--- src/rtl/flash_arb_pkg.sv ---
package flash_arb_pkg;

  typedef enum logic [2:0] {
    OP_NOP    = 3'd0,
    OP_READ   = 3'd1,
    OP_PROG   = 3'd2,
    OP_ERASE  = 3'd3,
    OP_SUSP   = 3'd4,
    OP_RESUME = 3'd5,
    OP_CLRST  = 3'd6,
    OP_RSVD   = 3'd7
  } op_e;

  typedef enum logic [2:0] {
    S_IDLE  = 3'd0,
    S_PROG  = 3'd1,
    S_ERASE = 3'd2,
    S_ESUS  = 3'd3,
    S_NPROG = 3'd4,
    S_PSUS  = 3'd5
  } arb_state_e;

  localparam int SB_DONE = 0;
  localparam int SB_SEQ  = 1;
  localparam int SB_ACC  = 2;
  localparam int SB_TGT  = 3;
  localparam int SB_ADDR = 4;
  localparam int SB_W    = 5;

endpackage

--- src/rtl/flash_arb_map.sv ---
module flash_arb_map #(
  parameter int NUM_BANKS     = 16,
  parameter int MAIN_PER_BANK = 8,
  parameter int PARAM_BLKS    = 8,
  parameter int PARAM_MAIN    = 7,
  parameter int BLK_W         = 8,
  parameter int BANK_W        = 4
) (
  input  logic [BLK_W-1:0]  blk,
  input  logic              param_top,
  output logic [BANK_W-1:0] bank,
  output logic              in_range
);
  localparam int PB_BLKS   = PARAM_BLKS + PARAM_MAIN;
  localparam int UNI_BLKS  = (NUM_BANKS - 1) * MAIN_PER_BANK;
  localparam int TOTAL     = UNI_BLKS + PB_BLKS;
  localparam int SH        = $clog2(MAIN_PER_BANK);
  localparam logic [BANK_W-1:0] LAST_BANK = BANK_W'(NUM_BANKS - 1);

  logic [BLK_W-1:0] off;

  always_comb begin
    in_range = (int'(blk) < TOTAL);
    off      = '0;
    if (param_top) begin
      if (int'(blk) < UNI_BLKS) bank = BANK_W'(blk >> SH);
      else                      bank = LAST_BANK;
    end else begin
      if (int'(blk) < PB_BLKS) begin
        bank = '0;
      end else begin
        off  = blk - BLK_W'(PB_BLKS);
        bank = BANK_W'(off >> SH) + BANK_W'(1);
      end
    end
  end
endmodule

--- src/rtl/flash_arb_lat.sv ---
module flash_arb_lat #(
  parameter int LAT = 16,
  localparam int CW = $clog2(LAT + 1)
) (
  input  logic clk,
  input  logic rst_n,
  input  logic load,
  input  logic run,
  output logic last
);
  logic [CW-1:0] cnt_q, cnt_d;
  logic          cnt_en;

  always_comb begin
    cnt_en = load | run;
    if (load)                   cnt_d = CW'(LAT);
    else if (cnt_q == CW'(1))   cnt_d = '0;
    else                        cnt_d = cnt_q - 1'b1;
  end

  always_ff @(posedge clk or negedge rst_n) begin
    if (!rst_n)      cnt_q <= '0;
    else if (cnt_en) cnt_q <= cnt_d;
  end

  assign last = (cnt_q == CW'(1));
endmodule

--- src/rtl/flash_arb_sts.sv ---
module flash_arb_sts #(
  parameter int W = 5
) (
  input  logic         clk,
  input  logic         rst_n,
  input  logic [W-1:0] set,
  input  logic         clr,
  output logic [W-1:0] q
);
  logic [W-1:0] q_d;
  logic         q_en;

  always_comb begin
    q_en = clr | (|set);
    q_d  = (clr ? '0 : q) | set;
  end

  always_ff @(posedge clk or negedge rst_n) begin
    if (!rst_n)    q <= '0;
    else if (q_en) q <= q_d;
  end
endmodule

--- src/rtl/flash_arb.sv ---
module flash_arb #(
  parameter int NUM_BANKS     = 16,
  parameter int MAIN_PER_BANK = 8,
  parameter int PARAM_BLKS    = 8,
  parameter int PARAM_MAIN    = 7,
  parameter int BUSY_CYCLES   = 16,
  localparam int NUM_BLOCKS   = (NUM_BANKS - 1) * MAIN_PER_BANK + PARAM_BLKS + PARAM_MAIN,
  localparam int BLK_W        = $clog2(NUM_BLOCKS),
  localparam int BANK_W       = $clog2(NUM_BANKS)
) (
  input  logic              clk,
  input  logic              rst_n,
  input  logic              param_top,
  input  logic              req_valid,
  input  logic [2:0]        req_op,
  input  logic [BLK_W-1:0]  req_blk,
  output logic              busy,
  output logic              ers_susp,
  output logic              prg_susp,
  output logic [BANK_W-1:0] act_bank,
  output logic              rd_ack,
  output logic              rd_data,
  output logic [BANK_W-1:0] rd_bank,
  output logic [4:0]        status
);
  import flash_arb_pkg::*;

  op_e               op;
  arb_state_e        state_q, state_d;
  logic [BANK_W-1:0] req_bank;
  logic              req_ok;
  logic              is_rd, is_pg, is_er, is_su, is_re, is_cl;
  logic              rd_ok, pg_ok, er_ok, pe_ok, hit;
  logic              prg_start, ers_start, pri_ld, nst_ld;
  logic              seq_err, tgt_err, done_set;
  logic              prg_last, ers_last, prg_run, ers_run;
  logic [BLK_W-1:0]  pri_blk_q;
  logic [BANK_W-1:0] pri_bank_q, nst_bank_q;
  logic [SB_W-1:0]   sts_set;
  logic              rd_ack_q, rd_data_q;
  logic [BANK_W-1:0] rd_bank_q;

  flash_arb_map #(
    .NUM_BANKS(NUM_BANKS), .MAIN_PER_BANK(MAIN_PER_BANK),
    .PARAM_BLKS(PARAM_BLKS), .PARAM_MAIN(PARAM_MAIN),
    .BLK_W(BLK_W), .BANK_W(BANK_W)
  ) u_map (
    .blk(req_blk), .param_top(param_top), .bank(req_bank), .in_range(req_ok)
  );

  // request decode
  always_comb begin
    op    = op_e'(req_op);
    is_rd = req_valid && (op == OP_READ);
    is_pg = req_valid && (op == OP_PROG);
    is_er = req_valid && (op == OP_ERASE);
    is_su = req_valid && (op == OP_SUSP);
    is_re = req_valid && (op == OP_RESUME);
    is_cl = req_valid && (op == OP_CLRST);
    rd_ok = is_rd && req_ok;
    pg_ok = is_pg && req_ok;
    er_ok = is_er && req_ok;
    pe_ok = pg_ok | er_ok;
  end

  // does a read collide with the running or suspended operation
  always_comb begin
    case (state_q)
      S_PROG, S_ERASE: hit = (req_bank == pri_bank_q);
      S_ESUS, S_PSUS:  hit = (req_blk == pri_blk_q);
      S_NPROG:         hit = (req_bank == nst_bank_q) || (req_blk == pri_blk_q);
      default:         hit = 1'b0;
    endcase
  end

  // next-state logic
  always_comb begin
    state_d   = state_q;
    prg_start = 1'b0;
    ers_start = 1'b0;
    pri_ld    = 1'b0;
    nst_ld    = 1'b0;
    seq_err   = 1'b0;
    tgt_err   = 1'b0;
    done_set  = 1'b0;
    case (state_q)
      S_IDLE: begin
        if (pg_ok) begin
          state_d = S_PROG; prg_start = 1'b1; pri_ld = 1'b1;
        end else if (er_ok) begin
          state_d = S_ERASE; ers_start = 1'b1; pri_ld = 1'b1;
        end
      end
      S_PROG: begin
        seq_err = pe_ok;
        if (prg_last) begin
          state_d = S_IDLE; done_set = 1'b1;
        end else if (is_su) begin
          state_d = S_PSUS;
        end
      end
      S_ERASE: begin
        seq_err = pe_ok;
        if (ers_last) begin
          state_d = S_IDLE; done_set = 1'b1;
        end else if (is_su) begin
          state_d = S_ESUS;
        end
      end
      S_ESUS: begin
        seq_err = er_ok;
        if (is_re) begin
          state_d = S_ERASE;
        end else if (pg_ok) begin
          if (req_blk == pri_blk_q) begin
            tgt_err = 1'b1;
          end else begin
            state_d = S_NPROG; prg_start = 1'b1; nst_ld = 1'b1;
          end
        end
      end
      S_NPROG: begin
        seq_err = pe_ok;
        if (prg_last) begin
          state_d = S_ESUS; done_set = 1'b1;
        end
      end
      S_PSUS: begin
        seq_err = pe_ok;
        if (is_re) state_d = S_PROG;
      end
      default: state_d = S_IDLE;
    endcase
  end

  always_ff @(posedge clk or negedge rst_n) begin
    if (!rst_n) state_q <= S_IDLE;
    else        state_q <= state_d;
  end

  always_ff @(posedge clk or negedge rst_n) begin
    if (!rst_n) begin
      pri_blk_q  <= '0;
      pri_bank_q <= '0;
    end else if (pri_ld) begin
      pri_blk_q  <= req_blk;
      pri_bank_q <= req_bank;
    end
  end

  always_ff @(posedge clk or negedge rst_n) begin
    if (!rst_n)      nst_bank_q <= '0;
    else if (nst_ld) nst_bank_q <= req_bank;
  end

  // busy latency models
  assign prg_run = (state_q == S_PROG) || (state_q == S_NPROG);
  assign ers_run = (state_q == S_ERASE);

  flash_arb_lat #(.LAT(BUSY_CYCLES)) u_prg_lat (
    .clk(clk), .rst_n(rst_n), .load(prg_start), .run(prg_run), .last(prg_last)
  );

  flash_arb_lat #(.LAT(BUSY_CYCLES)) u_ers_lat (
    .clk(clk), .rst_n(rst_n), .load(ers_start), .run(ers_run), .last(ers_last)
  );

  // sticky status
  always_comb begin
    sts_set          = '0;
    sts_set[SB_DONE] = done_set;
    sts_set[SB_SEQ]  = seq_err;
    sts_set[SB_ACC]  = rd_ok && hit;
    sts_set[SB_TGT]  = tgt_err;
    sts_set[SB_ADDR] = (is_rd | is_pg | is_er) && !req_ok;
  end

  flash_arb_sts #(.W(SB_W)) u_sts (
    .clk(clk), .rst_n(rst_n), .set(sts_set), .clr(is_cl), .q(status)
  );

  // read response
  always_ff @(posedge clk or negedge rst_n) begin
    if (!rst_n) begin
      rd_ack_q  <= 1'b0;
      rd_data_q <= 1'b0;
    end else begin
      rd_ack_q  <= is_rd;
      rd_data_q <= rd_ok && !hit;
    end
  end

  always_ff @(posedge clk or negedge rst_n) begin
    if (!rst_n)     rd_bank_q <= '0;
    else if (is_rd) rd_bank_q <= req_bank;
  end

  assign rd_ack   = rd_ack_q;
  assign rd_data  = rd_data_q;
  assign rd_bank  = rd_bank_q;
  assign busy     = prg_run || ers_run;
  assign ers_susp = (state_q == S_ESUS) || (state_q == S_NPROG);
  assign prg_susp = (state_q == S_PSUS);
  assign act_bank = (state_q == S_NPROG) ? nst_bank_q : pri_bank_q;
endmodule

--- config.mk ---
export PLATFORM = sky130hd
export DESIGN_NAME = flash_arb
export DESIGN_NICKNAME = d
export VERILOG_FILES = /design/src/rtl/flash_arb_pkg.sv /design/src/rtl/flash_arb_map.sv /design/src/rtl/flash_arb_lat.sv /design/src/rtl/flash_arb_sts.sv /design/src/rtl/flash_arb.sv
export SDC_FILE = /design/constraint.sdc
export NUM_CORES = 1
export LEC_CHECK = 0
export ABC_AREA = 1
export BUFFER_PORTS_ARGS = -buffer_cell sky130_fd_sc_hd__buf_2
export CAP_MARGIN = 20
export CORE_AREA = 4 4 66 114
export DETAILED_ROUTE_END_ITERATION = 6
export DIE_AREA = 0 0 70 118
export GPL_TIMING_DRIVEN = 0
export PLACE_DENSITY = 0.63
export SYNTH_ARGS = -nofsm -noshare
export SYNTH_HDL_FRONTEND = slang
export SYNTH_SLANG_ARGS = --single-unit
--- constraint.sdc ---
create_clock -name clk -period 2.9 [get_ports clk]
set_clock_uncertainty 0.05 [all_clocks]
set_input_delay 0.58 -clock clk [delete_from_list [all_inputs] [get_ports clk]]
set_output_delay 0.58 -clock clk [all_outputs]
set_load 0.005 [all_outputs]
==> results.env, run 1 <==
RESULT_OF_THE_RUN='finished clean'
IO-PIN-COUNT=33
TIMING.CRITICAL_PATH.ARRIVAL_PS=1570
NETLIST.AREA_LEADER.SHARE_PCT=39.88
WIRE_LENGTH_OF_THE_FIRST_GLOBAL_ROUTING_PASS_MICRONS=10540
LAYOUT.CORE_UTILIZATION_PCT=44.68
INITIAL_UTILIZATION_PCT=38.38
CPPEAKSTAGEDELAY_PS=430
POSTCTSSETUPREPAIRBUFS=0
DIE_W_MICRONS=70
SYNTH_SEQUENTIAL_AREA_RATIO_PCT=39.88
SYNTH-EDFF-COUNT=0
DP_HPWL_MICRONS=4794
FIN_WS_PS=702.3
GRT_USE_TOTAL_PCT=15.54
HOLDCRITPATHCLASS='input pin to async pin'
CTS.ROOT.BUFFER_CELL='sky130_fd_sc_hd__clkbuf_16'
SETUP_TOTAL_NEGATIVE_SLACK_PS=0
PORT-BUFFER-COUNT=32
SLEW_VIOLATIONS=0
CRITICALPATHCATEGORY='flip-flop to primary output'
FIN_CELLS=461
SYNTH_MOST_COMMON_CELL='sky130_fd_sc_hd__nand2_1'
WORSTSKEWPAIRLATENCY_PS=280
VIA_COUNT=2322
SYNTH.TOP_CELLS.BY_AREA='sky130_fd_sc_hd__dfrtp_1, sky130_fd_sc_hd__nand2_1, sky130_fd_sc_hd__inv_1'
CORE_REGION_AREA_SQ_UM=6539
LAYOUT.FILLER_CELLS=692
YOSYSTOPAREACELL='sky130_fd_sc_hd__dfrtp_1'
WORST-PATH-MAX-FANOUT=10
AVGROUTEDWIREPERCELL_MICRONS=13.32
CP_COMMON_CELL='sky130_fd_sc_hd__buf_2'
YOSYS_WARNINGS=0
ROWS=39
INSERTED_CLOCK_BUFFERS=5
FP.DIEAREA_SQ_UM=8260
INSERTEDDIODECOUNT=0
P_SW_SHARE_PCT=39.50
GRT_ANTENNA_BEFORE_REPAIR=0
DP_WORST_SETUP_SLACK_PS=577.7
FINALWEIGHTEDCONGESTION=0.9048
CRITPATHSLOWESTCELL='sky130_fd_sc_hd__dfrtp_1'
PLACE_INST=453
SYN_AREA_PER_CELL_SQ_UM=7.404
WORST-R2R-SETUP-SLACK_PS=1120
WORSTSETUPSTARTPOINTTYPE='flip-flop'
WIRELENGTH_MICRONS=6141
NETLIST_TOP_CELLS_COUNT='sky130_fd_sc_hd__nand2_1, sky130_fd_sc_hd__inv_1, sky130_fd_sc_hd__dfrtp_1'
WORST_VOLTAGE_DROP_ACROSS_THE_VDD_GRID_mV=0.3471
CTS_BUFFER_DEPTH=2
CTS.SINKS=40
NET-SWITCHING-POWER_uW=1021
PWR-SHARE-SEQ_PCT=37.0
MAX-SLEW-MARGIN-REL_PCT=38.89
NUMBER_OF_DISTINCT_STANDARD_CELLS_REFERENCED_BY_THE_SYNTHESIZED_NETLIST=40
SYNTHESIS.AREA_SQ_UM=2510
SYN_INST=339
SYNTH_FP_NETS=359
NUMBER_OF_MAX_CAPACITANCE_VIOLATIONS_REPORTED=0
FINAL_MIN_PERIOD_OVER_CLOCK_PERIOD_PCT=75.78
END_KIND='primary output'
HOLD_VIOL_FINAL=0
ANTENNA_VIOLATING_NETS_POST_ROUTE=0
DIE_H_MICRONS=118
GRT_OVERFLOW_TOTAL=0
CLOCK_POWER_SHARE_PCT=21.7
GRT_PASS1_VIAS=2367
TIMING.FINAL.SETUP_VIOLATIONS=0
POST_CTS_RESIZE_COUNT=0
CRITICAL_PATH.REG2REG.STARTPOINT='u_prg_lat.cnt_q[1]$_DFFE_PN0P_'
POSTCTSHOLDBUFS=0
SYNTHFLOPTYPE='sky130_fd_sc_hd__dfrtp_1'
FINAL_PERIOD_MINUS_WORST_SETUP_SLACK_PS=2198
AREA.GROWTH.SYNTH_TO_FINAL_PCT=16.40
CELLLEAKAGEPOWER_uW=0.001541
VIAS_PER_CELL=5.037
P_TOTAL_uW=2584
DRT_FIRST_PASS_ITERS=5
CTS_TREE='yes'
WORST_PATH_DOMINANT_CELL_FAMILY='flip-flops'
WORST_SETUP_HOLD_PATH_CLK_SLEW_PS=60
DRT-INITIAL-DRC-COUNT=90
TIMING.CRITICAL_PATH.BUF_INV=2
LAYOUT.NETS=398
SYNTH_ASYNC_SR_FLOP_SHARE_PCT=100.0
FRACTION_OF_LAYOUT_CELLS_WITH_A_SIZE_SUFFIX_ABOVE_1_PCT=22.16
COMB_POWER_SHARE_PCT=41.3
WORST_SLEW_PIN_SLEW_PS=916.6
WORST-R2R-CELL-COUNT=9
CTS.HTREE.LEVELS=2
GRT_MAX_DEGREE=41
DRC_ERRORS=0
WORSTREG2REGEND='state_q[0]$_DFFE_PN0P_'
WORST_EP_REQUIRED_TIME_PS=2270
GRT_SETUP_UNREPAIRED='false'
TIMING.CRITICAL_PATH.CELLS='nor2_1 -> nand2_1 -> buf_2 -> o21ai_0 -> buf_2'
YS_FF_LATCH=40
P_INT_uW=1563
POWER_DENSITY_nW_PER_UM2=884.5
MAXCLOCKFREQUENCY_MHz=455.0
## worst max-delay path by stage
stage,from,endpoint,cells after the start
floorplan,req_blk[1],u_sts.q[2]$_DFFE_PN0P_,15
global placement,req_blk[3],u_sts.q[2]$_DFFE_PN0P_,15
detailed placement,req_blk[3],u_sts.q[2]$_DFFE_PN0P_,15
CTS,state_q[0]$_DFFE_PN0P_,act_bank[1],5
global route,state_q[0]$_DFFE_PN0P_,act_bank[1],5
finish,state_q[0]$_DFFE_PN0P_,act_bank[1],5
## cell type report
| type | instances | area (sq um) | share of cell area, % |
|---|---|---|---|
| timing repair buffer | 32 | 160.2 | 5.482 |
| tap | 82 | 102.6 | 3.512 |
| clock buffer | 6 | 138.9 | 4.754 |
| buffer | 4 | 28.78 | 0.9850 |
| multi-input combinational | 240 | 1272 | 43.55 |
| inverter | 55 | 207.7 | 7.109 |
| clock inverter | 2 | 10.01 | 0.3426 |
| sequential | 40 | 1001 | 34.26 |
## power groups by stage
stage | combinational [uW] | clock [uW] | sequential, uW
6_report | 1070 | 561 | 956
5_1_grt | 1230 | 596 | 987
4_1_cts | 1080 | 570 | 955
3_5_place_dp | 1070 | 0 | 963
3_3_place_gp | 1040 | 0 | 953
2_1_floorplan | 782 | 0 | 925
## through the flow
| step | cell area [sq um] | hold WS [ps] |
|---|---|---|
| global route | 2922 | 445.7 |
| floorplan | 2510 | 234.4 |
| detailed placement | 2773 | 424.0 |
| finish | 2922 | 375.9 |
| global placement | 2773 | 417.7 |
| CTS | 2922 | 428.0 |
## per-layer routing
| layer | vias up | track usage (%) | share of wire (%) |
|---|---|---|---|
| met5 | - | 0 | 0 |
| met3 | 15 | 2.308 | 3.6 |
| met4 | 0 | 6.475 | 3.2 |
| met1 | 1076 | 16.80 | 40 |
| li1 | 1174 | - | - |
| met2 | 57 | 29.21 | 53 |
## placed cells by master (no fill, tap or decap), types with 3 or more instances in the layout
master / n
sky130_fd_sc_hd__inv_2: 11
sky130_fd_sc_hd__nand3_2: 4
sky130_fd_sc_hd__nand4_1: 9
sky130_fd_sc_hd__clkbuf_16: 5
sky130_fd_sc_hd__o21ai_0: 18
sky130_fd_sc_hd__nand3_1: 27
sky130_fd_sc_hd__nand2_1: 94
sky130_fd_sc_hd__nand2_2: 9
sky130_fd_sc_hd__nand2_4: 4
sky130_fd_sc_hd__or2_2: 3
sky130_fd_sc_hd__a21oi_1: 3
sky130_fd_sc_hd__buf_2: 34
sky130_fd_sc_hd__inv_1: 42
sky130_fd_sc_hd__clkinv_2: 3
sky130_fd_sc_hd__ha_1: 5
sky130_fd_sc_hd__nor2_1: 19
sky130_fd_sc_hd__dfrtp_1: 40
sky130_fd_sc_hd__xnor2_1: 4
sky130_fd_sc_hd__o21ai_1: 15
## cell families (layout without fill, tap and decap cells)
group / Yosys count / count (layout) / share of synthesized area, %
AO/OA/AOI/OAI: 50 / 50 / 12.06
AND/OR/NAND/NOR: 179 / 179 / 34.05
buffers and inverters: 59 / 99 / 9.421
adder cells (fa/ha/maj): 5 / 5 / 2.493
flip-flops: 40 / 40 / 39.88
XOR/XNOR: 6 / 6 / 2.094
## flip-flops by register name (all words and copies together) (netlist names)
name,flops
pri_bank_q,4
nst_bank_q,4
u_ers_lat.cnt_q,5
pri_blk_q,8
rd_data,1
rd_bank,4
u_sts.q,5
u_prg_lat.cnt_q,5
rd_ack,1
state_q,3
Note: power is estimated with default switching activity, not from simulation.
==> inputs of run 2 (changes only) <==
==> constraint.sdc (replaced) <==
create_clock -name clk -period 2.1 [get_ports clk]
set_clock_uncertainty 0.05 [all_clocks]
set_input_delay 0.42 -clock clk [delete_from_list [all_inputs] [get_ports clk]]
set_output_delay 0.42 -clock clk [all_outputs]
set_load 0.005 [all_outputs]
==> results.env, run 2 (synthesis gave the netlist of run 1 again) <==
REGISTER_WITH_THE_HIGHEST_FLOP_COUNT='pri_blk_q'  # unchanged
LAYOUT.CORE_UTILIZATION_PCT=44.76  # was 44.68%
WORST_SETUP_HOLD_PATH_CLK_SLEW_PS=60  # about the same
AREA.GROWTH.SYNTH_TO_FINAL_PCT=16.60  # was 16.40%
WORST-PATH-MAX-FANOUT=10  # unchanged
CTS_TREE='yes'  # unchanged
TIMING.CRITICAL_PATH.BUF_INV=2  # unchanged
GRT_PASS1_VIAS=2367  # unchanged
FP.DIEAREA_SQ_UM=8260  # unchanged
CRITPATHSLOWESTCELL='sky130_fd_sc_hd__dfrtp_1'  # unchanged
TIMING.CRITICAL_PATH.ARRIVAL_PS=1500  # was 1570 ps
WORSTSETUPSTARTPOINTTYPE='flip-flop'  # unchanged
WORST_SLEW_PIN_SLEW_PS=942.3  # was 916.6 ps
WORST_EP_REQUIRED_TIME_PS=1630  # was 2270 ps
DIE_H_MICRONS=118  # unchanged
DRT_FIRST_PASS_ITERS=4  # was 5
ANTENNA_VIOLATING_NETS_POST_ROUTE=0  # unchanged
SETUP_TOTAL_NEGATIVE_SLACK_PS=0  # unchanged
HOLDWS_PS=218.5  # was 375.9 ps
MAX-SLEW-MARGIN-REL_PCT=37.18  # was 38.89%
DETAILROUTE.WIRELENGTH.MET3_MICRONS=204  # was 224 microns
WORSTSKEWPAIRLATENCY_PS=280  # about the same
POWER_DENSITY_nW_PER_UM2=1225  # was 884.5 nW/um^2
CTS.SINKS=40  # unchanged
CTS.ROOT.BUFFER_CELL='sky130_fd_sc_hd__clkbuf_16'  # unchanged
LARGEST_REGISTER_FFS=8  # unchanged
INITIAL_UTILIZATION_PCT=38.38  # unchanged
HOLD_VIOL_FINAL=0  # unchanged
LAYOUT.FILLER_CELLS=694  # was 692
DP_HPWL_MICRONS=4794  # unchanged
GRT_USE_TOTAL_PCT=15.54  # unchanged
SLEW_VIOLATIONS=0  # unchanged
TIMING.FINAL.SETUP_VIOLATIONS=0  # unchanged
MAXCLOCKFREQUENCY_MHz=508.5
TIMING.CRITICAL_PATH.CELLS='nor2_2 -> nand2_1 -> buf_2 -> o21ai_1 -> buf_2'  # was nor2_1 -> nand2_1 -> buf_2 -> o21ai_0 -> buf_2
WORST_VOLTAGE_DROP_ACROSS_THE_VDD_GRID_mV=0.4820  # was 0.3471 mV
DESIGN_AREA_SQ_UM=2927  # was 2922 sq um
FINALWEIGHTEDCONGESTION=0.9048  # unchanged
WIRELENGTH_MICRONS=6159  # was 6141 microns
WL_MET2_MICRONS=3304  # was 3264 microns
LAYOUT_COMMONEST_CELL='sky130_fd_sc_hd__nand2_1'  # unchanged
P_TOTAL_uW=3586  # was 2584 uW
FINAL_PERIOD_MINUS_WORST_SETUP_SLACK_PS=1966
GRT_MAX_DEGREE=41  # unchanged
GRT_OVERFLOW_TOTAL=0  # unchanged
CELLLEAKAGEPOWER_uW=0.001540  # was 0.001541 uW
FINAL_MIN_PERIOD_OVER_CLOCK_PERIOD_PCT=93.64
WORST_PATH_DOMINANT_CELL_FAMILY='flip-flops'  # unchanged
AVGROUTEDWIREPERCELL_MICRONS=13.36  # was 13.32 microns
DRT-INITIAL-DRC-COUNT=100  # was 90
RESULT_OF_THE_RUN='finished clean'  # unchanged
ROWS=39  # unchanged
PORT-BUFFER-COUNT=32  # unchanged
CRITICALPATHCATEGORY='flip-flop to primary output'  # unchanged
DRC_ERRORS=0  # unchanged
HIGHEST_SIGNAL_LAYER='met4'  # unchanged
INSERTED_CLOCK_BUFFERS=5  # unchanged
LAYOUT.NETS=398  # unchanged
CTS.HTREE.LEVELS=2  # unchanged
WIRE_LENGTH_OF_THE_FIRST_GLOBAL_ROUTING_PASS_MICRONS=10540  # unchanged
NUMBER_OF_MAX_CAPACITANCE_VIOLATIONS_REPORTED=0  # unchanged
CP_COMMON_CELL='sky130_fd_sc_hd__buf_2'  # unchanged
WORST-R2R-SETUP-SLACK_PS=290  # was 1120 ps
HOLDCRITPATHCLASS='input pin to async pin'  # unchanged
VIA_COUNT=2333  # was 2322
VIAS_PER_CELL=5.061  # was 5.037
WL_MET1_MICRONS=2456  # was 2458 microns
END_KIND='primary output'  # unchanged
IO-PIN-COUNT=33  # unchanged
FRACTION_OF_LAYOUT_CELLS_WITH_A_SIZE_SUFFIX_ABOVE_1_PCT=22.69  # was 22.16%
POSTCTSSETUPREPAIRBUFS=0  # unchanged
MULTI_INPUT_COMB_AREA_SQ_UM=1277  # was 1272 sq um
GRT_SETUP_UNREPAIRED='false'  # unchanged
INSERTEDDIODECOUNT=0  # unchanged
CORE_REGION_AREA_SQ_UM=6539  # unchanged
DPL_CELL_AREA_SQ_UM=2773  # unchanged
CTS_BUFFER_DEPTH=2  # unchanged
MOST_USED_CELLS_IN_THE_LAYOUT_EXCLUDING_FILL_AND_TAP_CELLS='sky130_fd_sc_hd__nand2_1, sky130_fd_sc_hd__inv_1, sky130_fd_sc_hd__dfrtp_1, sky130_fd_sc_hd__buf_2, sky130_fd_sc_hd__nand3_1'  # unchanged
CPPEAKSTAGEDELAY_PS=440  # was 430 ps
SEQUENTIAL_CELL_AREA_SQ_UM=1001  # unchanged
GRT_ANTENNA_BEFORE_REPAIR=0  # unchanged
DIE_W_MICRONS=70  # unchanged
run 2: per-stage QoR:
stage,setup WS (ps),instances
2_1_floorplan,298.4,339
5_1_grt,17.76,461
6_report,133.6,461
3_5_place_dp,-62.30,453
4_1_cts,4.557,461
3_3_place_gp,-27.19,453
run 2: worst paths after layout:
check | depth (start not counted) | from | to
worst max-delay path | 5 | state_q[0]$_DFFE_PN0P_ | act_bank[2]
worst min-delay path | 1 | rst_n | u_ers_lat.cnt_q[1]$_DFFE_PN0P_
worst max register to register | 9 | u_prg_lat.cnt_q[1]$_DFFE_PN0P_ | state_q[0]$_DFFE_PN0P_
worst min register to register | 2 | u_sts.q[2]$_DFFE_PN0P_ | u_sts.q[2]$_DFFE_PN0P_
max in group asynchronous | 1 | rst_n | rd_ack$_DFF_PN0_
min in group clk | 3 | req_blk[7] | pri_blk_q[7]$_DFFE_PN0P_
run 2: power by group:
part	total, uW	leakage (uW)	internal [uW]	switching (uW)
clock network	771	0.0000766	468	303
registers	1330	0.000501	1080	247
logic	1490	0.000962	617	872
total	3590	0.00154	2160	1420
run 2: what timing repair did:
item / in CTS / in global routing
hold buffers: 0 / 0
setup endpoints to repair: 0 / 5
resized for setup: 0 / 6
run 2: cell type report:
type,count,area share (%)
inverter,55,7.097
clock inverter,2,0.3420
multi-input combinational,240,43.65
tap,82,3.506
clock buffer,6,4.746
timing repair buffer,32,5.472
buffer,4,0.9833
sequential,40,34.20
run 2: metal layers:
layer  track usage (%)  vias to the layer above
li1                  -                     1172
met1             16.80                     1092
met2             29.21                       53
met3             2.308                       16
met4             6.475                        0
met5                 0                        -
==> inputs of run 3 (changes only) <==
--- a/config.mk
+++ b/config.mk
@@ -8,11 +8,14 @@
 export ABC_AREA = 1
 export BUFFER_PORTS_ARGS = -buffer_cell sky130_fd_sc_hd__buf_2
 export CAP_MARGIN = 20
-export CORE_AREA = 4 4 66 114
+export CORE_AREA = 4 4 67 115
 export DETAILED_ROUTE_END_ITERATION = 6
-export DIE_AREA = 0 0 70 118
+export DIE_AREA = 0 0 71 119
 export GPL_TIMING_DRIVEN = 0
 export PLACE_DENSITY = 0.63
+export SETUP_SLACK_MARGIN = 0.5
 export SYNTH_ARGS = -nofsm -noshare
 export SYNTH_HDL_FRONTEND = slang
+export SYNTH_HIERARCHICAL = 1
 export SYNTH_SLANG_ARGS = --single-unit
+export TNS_END_PERCENT = 30
==> results.env, run 3 <==
RESULT_OF_THE_RUN='finished clean'  # unchanged
CTS.HTREE.LEVELS=2  # unchanged
INSERTEDDIODECOUNT=0  # unchanged
GRT_ANTENNA_BEFORE_REPAIR=0  # unchanged
SYNTH_SEQUENTIAL_AREA_RATIO_PCT=39.02  # was 39.88%
MAX-SLEW-MARGIN-REL_PCT=37.28  # was 37.18%
GRT_MAX_DEGREE=41  # unchanged
NETLIST_TOP_CELLS_COUNT='sky130_fd_sc_hd__nand2_1, sky130_fd_sc_hd__inv_1, sky130_fd_sc_hd__dfrtp_1'  # unchanged
WORSTSETUPSTARTPOINTTYPE='flip-flop'  # unchanged
VIA_COUNT=2444  # was 2333
FIN_WS_PS=271.5  # was 133.6 ps
FIN_CELLS=503  # was 461
SYNTH.TOP_CELLS.BY_AREA='sky130_fd_sc_hd__dfrtp_1, sky130_fd_sc_hd__nand2_1, sky130_fd_sc_hd__inv_1'  # unchanged
CTS.SINKS=40  # unchanged
WIRE_LENGTH_OF_THE_FIRST_GLOBAL_ROUTING_PASS_MICRONS=11060  # was 10540 microns
INITIAL_UTILIZATION_PCT=37.68  # was 38.38%
DP_HPWL_MICRONS=4882  # was 4794 microns
NUMBER_OF_MAX_CAPACITANCE_VIOLATIONS_REPORTED=0  # unchanged
CORE_REGION_AREA_SQ_UM=6807  # was 6539 sq um
DRC_ERRORS=0  # unchanged
TIMING.CRITICAL_PATH.ARRIVAL_PS=1360  # was 1500 ps
DRT-INITIAL-DRC-COUNT=89  # was 100
INSERTED_CLOCK_BUFFERS=5  # unchanged
SYNTH_ASYNC_SR_FLOP_SHARE_PCT=100.0  # unchanged
HOLDCRITPATHCLASS='input pin to async pin'  # unchanged
LAYOUT.NETS=438  # was 398
SYNTH_FP_NETS=377  # was 359
TIMING.FINAL.SETUP_VIOLATIONS=0  # unchanged
YOSYSTOPAREACELL='sky130_fd_sc_hd__dfrtp_1'  # unchanged
WORSTREG2REGEND='state_q[2]$_DFFE_PN0P_'  # was state_q[0]$_DFFE_PN0P_
P_INT_uW=2667  # was 2164 uW
PORT-BUFFER-COUNT=32  # unchanged
SLEW_VIOLATIONS=0  # unchanged
PWR-SHARE-SEQ_PCT=29.7  # was 37.0%
REGISTER_WITH_THE_HIGHEST_FLOP_COUNT='pri_blk_q'  # unchanged
MAXCLOCKFREQUENCY_MHz=546.9  # was 508.5 MHz
SYN_AREA_PER_CELL_SQ_UM=7.185  # was 7.404 sq um
WIRELENGTH_MICRONS=6720  # was 6159 microns
SYN_INST=357  # was 339
CTS.ROOT.BUFFER_CELL='sky130_fd_sc_hd__clkbuf_16'  # unchanged
ANTENNA_VIOLATING_NETS_POST_ROUTE=0  # unchanged
CELLLEAKAGEPOWER_uW=0.001840  # was 0.001540 uW
P_SW_SHARE_PCT=39.88  # was 39.65%
FINAL_PERIOD_MINUS_WORST_SETUP_SLACK_PS=1828  # was 1966 ps
WORSTSKEWPAIRLATENCY_PS=280  # about the same
CRITICAL_PATH.REG2REG.STARTPOINT='u_prg_lat/cnt_q[1]$_DFFE_PN0P_'  # was u_prg_lat.cnt_q[1]$_DFFE_PN0P_
DIE_W_MICRONS=71  # was 70 microns
HOLD_VIOL_FINAL=0  # unchanged
CTS_BUFFER_DEPTH=2  # unchanged
YS_FF_LATCH=40  # unchanged
IO-PIN-COUNT=33  # unchanged
YOSYS_WARNINGS=6  # was 0
NET-SWITCHING-POWER_uW=1769  # was 1422 uW
SYNTHFLOPTYPE='sky130_fd_sc_hd__dfrtp_1'  # unchanged
WORST-R2R-CELL-COUNT=13  # was 9
WORST-PATH-MAX-FANOUT=8  # was 10
CTS_TREE='yes'  # unchanged
SETUP_TOTAL_NEGATIVE_SLACK_PS=0  # unchanged
GRT_OVERFLOW_TOTAL=0  # unchanged
WORST_VOLTAGE_DROP_ACROSS_THE_VDD_GRID_mV=0.5196  # was 0.4820 mV
FP.DIEAREA_SQ_UM=8449  # was 8260 sq um
FINALWEIGHTEDCONGESTION=0.8305  # was 0.9048
WORST_SETUP_HOLD_PATH_CLK_SLEW_PS=60  # about the same
SYNTH_MOST_COMMON_CELL='sky130_fd_sc_hd__nand2_1'  # unchanged
WORST_SLEW_PIN_SLEW_PS=940.8  # was 942.3 ps
COMB_POWER_SHARE_PCT=49.3  # was 41.5%
END_KIND='primary output'  # unchanged
LAYOUT_COMMONEST_CELL='sky130_fd_sc_hd__nand2_1'  # unchanged
DIE_H_MICRONS=119  # was 118 microns
WORST-R2R-SETUP-SLACK_PS=360  # was 290 ps
ROWS=40  # was 39
SYNTHESIS.AREA_SQ_UM=2565  # was 2510 sq um
MOST_USED_CELLS_IN_THE_LAYOUT_EXCLUDING_FILL_AND_TAP_CELLS='sky130_fd_sc_hd__nand2_1, sky130_fd_sc_hd__inv_1, sky130_fd_sc_hd__dfrtp_1, sky130_fd_sc_hd__buf_2, sky130_fd_sc_hd__o21ai_0'  # was sky130_fd_sc_hd__nand2_1, sky130_fd_sc_hd__inv_1, sky130_fd_sc_hd__dfrtp_1, sky130_fd_sc_hd__buf_2, sky130_fd_sc_hd__nand3_1
FRACTION_OF_LAYOUT_CELLS_WITH_A_SIZE_SUFFIX_ABOVE_1_PCT=34.84  # was 22.69%
DRT_FIRST_PASS_ITERS=4  # unchanged
GRT_SETUP_UNREPAIRED='true'  # was false
DP_WORST_SETUP_SLACK_PS=-209.9  # was -62.30 ps
FINAL_MIN_PERIOD_OVER_CLOCK_PERIOD_PCT=87.07  # was 93.64%
AVGROUTEDWIREPERCELL_MICRONS=13.36  # about the same
LARGEST_REGISTER_FFS=8  # unchanged
CLOCK_POWER_SHARE_PCT=21.0  # was 21.5%
GRT_USE_TOTAL_PCT=16.31  # was 15.54%
CRITICALPATHCATEGORY='flip-flop to primary output'  # unchanged
POWER_DENSITY_nW_PER_UM2=1268  # was 1225 nW/um^2
WORST_EP_REQUIRED_TIME_PS=1630  # about the same
SYNTH-EDFF-COUNT=0  # unchanged
NETLIST.AREA_LEADER.SHARE_PCT=39.02  # was 39.88%
NUMBER_OF_DISTINCT_STANDARD_CELLS_REFERENCED_BY_THE_SYNTHESIZED_NETLIST=28  # was 40
VIAS_PER_CELL=4.859  # was 5.061
PLACE_INST=473  # was 453
GRT_PASS1_VIAS=2405  # was 2367
AREA.GROWTH.SYNTH_TO_FINAL_PCT=36.34  # was 16.60%
POSTCTSHOLDBUFS=0  # unchanged
run 3: kinds of logic after synthesis:
family | count (synthesis) | share of synthesized area, %
compound gates | 41 | 8.537
xor+xnor | 13 | 4.439
fa+ha+maj | 5 | 2.439
buf+inv | 59 | 9.024
flops | 40 | 39.02
mux | 5 | 2.927
simple gates | 194 | 33.61
run 3: layout make-up:
| type | instances | area (sq um) |
|---|---|---|
| buffer | 2 | 22.52 |
| clock buffer | 7 | 152.6 |
| clock inverter | 1 | 30.03 |
| fill | 669 | 3309 |
| inverter | 57 | 227.7 |
| multi-input combinational | 258 | 1587 |
| sequential | 40 | 1003 |
| tap | 84 | 105.1 |
| timing repair buffer | 54 | 369.1 |
run 3: how the worst max path moves through the flow:
stage / start / to / slack (ps) / cells after the start
2_1_floorplan: req_blk[1] / u_sts/q[2]$_DFFE_PN0P_ / 210 / 20
3_3_place_gp: req_blk[0] / u_sts/q[2]$_DFFE_PN0P_ / -190 / 18
3_5_place_dp: req_blk[0] / u_sts/q[2]$_DFFE_PN0P_ / -210 / 18
4_1_cts: req_blk[0] / u_sts/q[2]$_DFFE_PN0P_ / 280 / 21
5_1_grt: req_blk[1] / u_sts/q[2]$_DFFE_PN0P_ / 110 / 20
6_report: state_q[1]$_DFFE_PN0P_ / ers_susp / 270 / 5
run 3: per-stage QoR:
step | area [sq um] | utilization [%] | hold WS [ps] | power [uW]
5_1_grt | 3497 | 51.38 | 298.5 | 4792
4_1_cts | 3297 | 48.44 | 257.0 | 4208
2_1_floorplan | 2615 | - | 74.41 | 2497
3_5_place_dp | 2880 | 42.32 | 407.5 | 2981
3_3_place_gp | 2880 | 42.32 | 404.3 | 2924
6_report | 3497 | 51.38 | 230.4 | 4436
run 3: routing by layer:
layer / vias up / routed length (microns) / GRT usage [%]
li1: 1245 / - / -
met1: 1141 / 2425 / 17.17
met2: 46 / 3968 / 31.05
met3: 12 / 185 / 2.618
met4: 0 / 140 / 6.588
met5: - / 0 / 0
run 3: timing repair:
action                                  in CTS  in global routing
endpoints found under the setup margin      22                 27
setup buffers                               12                 10
pin swaps                                   16                 20
gates resized for setup                     45                 32
run 3: power groups by stage:
stage | logic [uW] | clock network (uW) | registers [uW]
after CTS | 1950 | 952 | 1300
after global routing | 2450 | 990 | 1360
after global placement | 1620 | 0 | 1310
after detailed placement | 1660 | 0 | 1320
after floorplan | 1230 | 0 | 1270
final | 2190 | 932 | 1320
run 3: critical path: stages, from the launching register on:
cell	delay, ps
sky130_fd_sc_hd__dfrtp_1	400
sky130_fd_sc_hd__inv_2	130
sky130_fd_sc_hd__nand3_4	180
sky130_fd_sc_hd__buf_4	200
sky130_fd_sc_hd__nand2_1	50
sky130_fd_sc_hd__buf_2	120
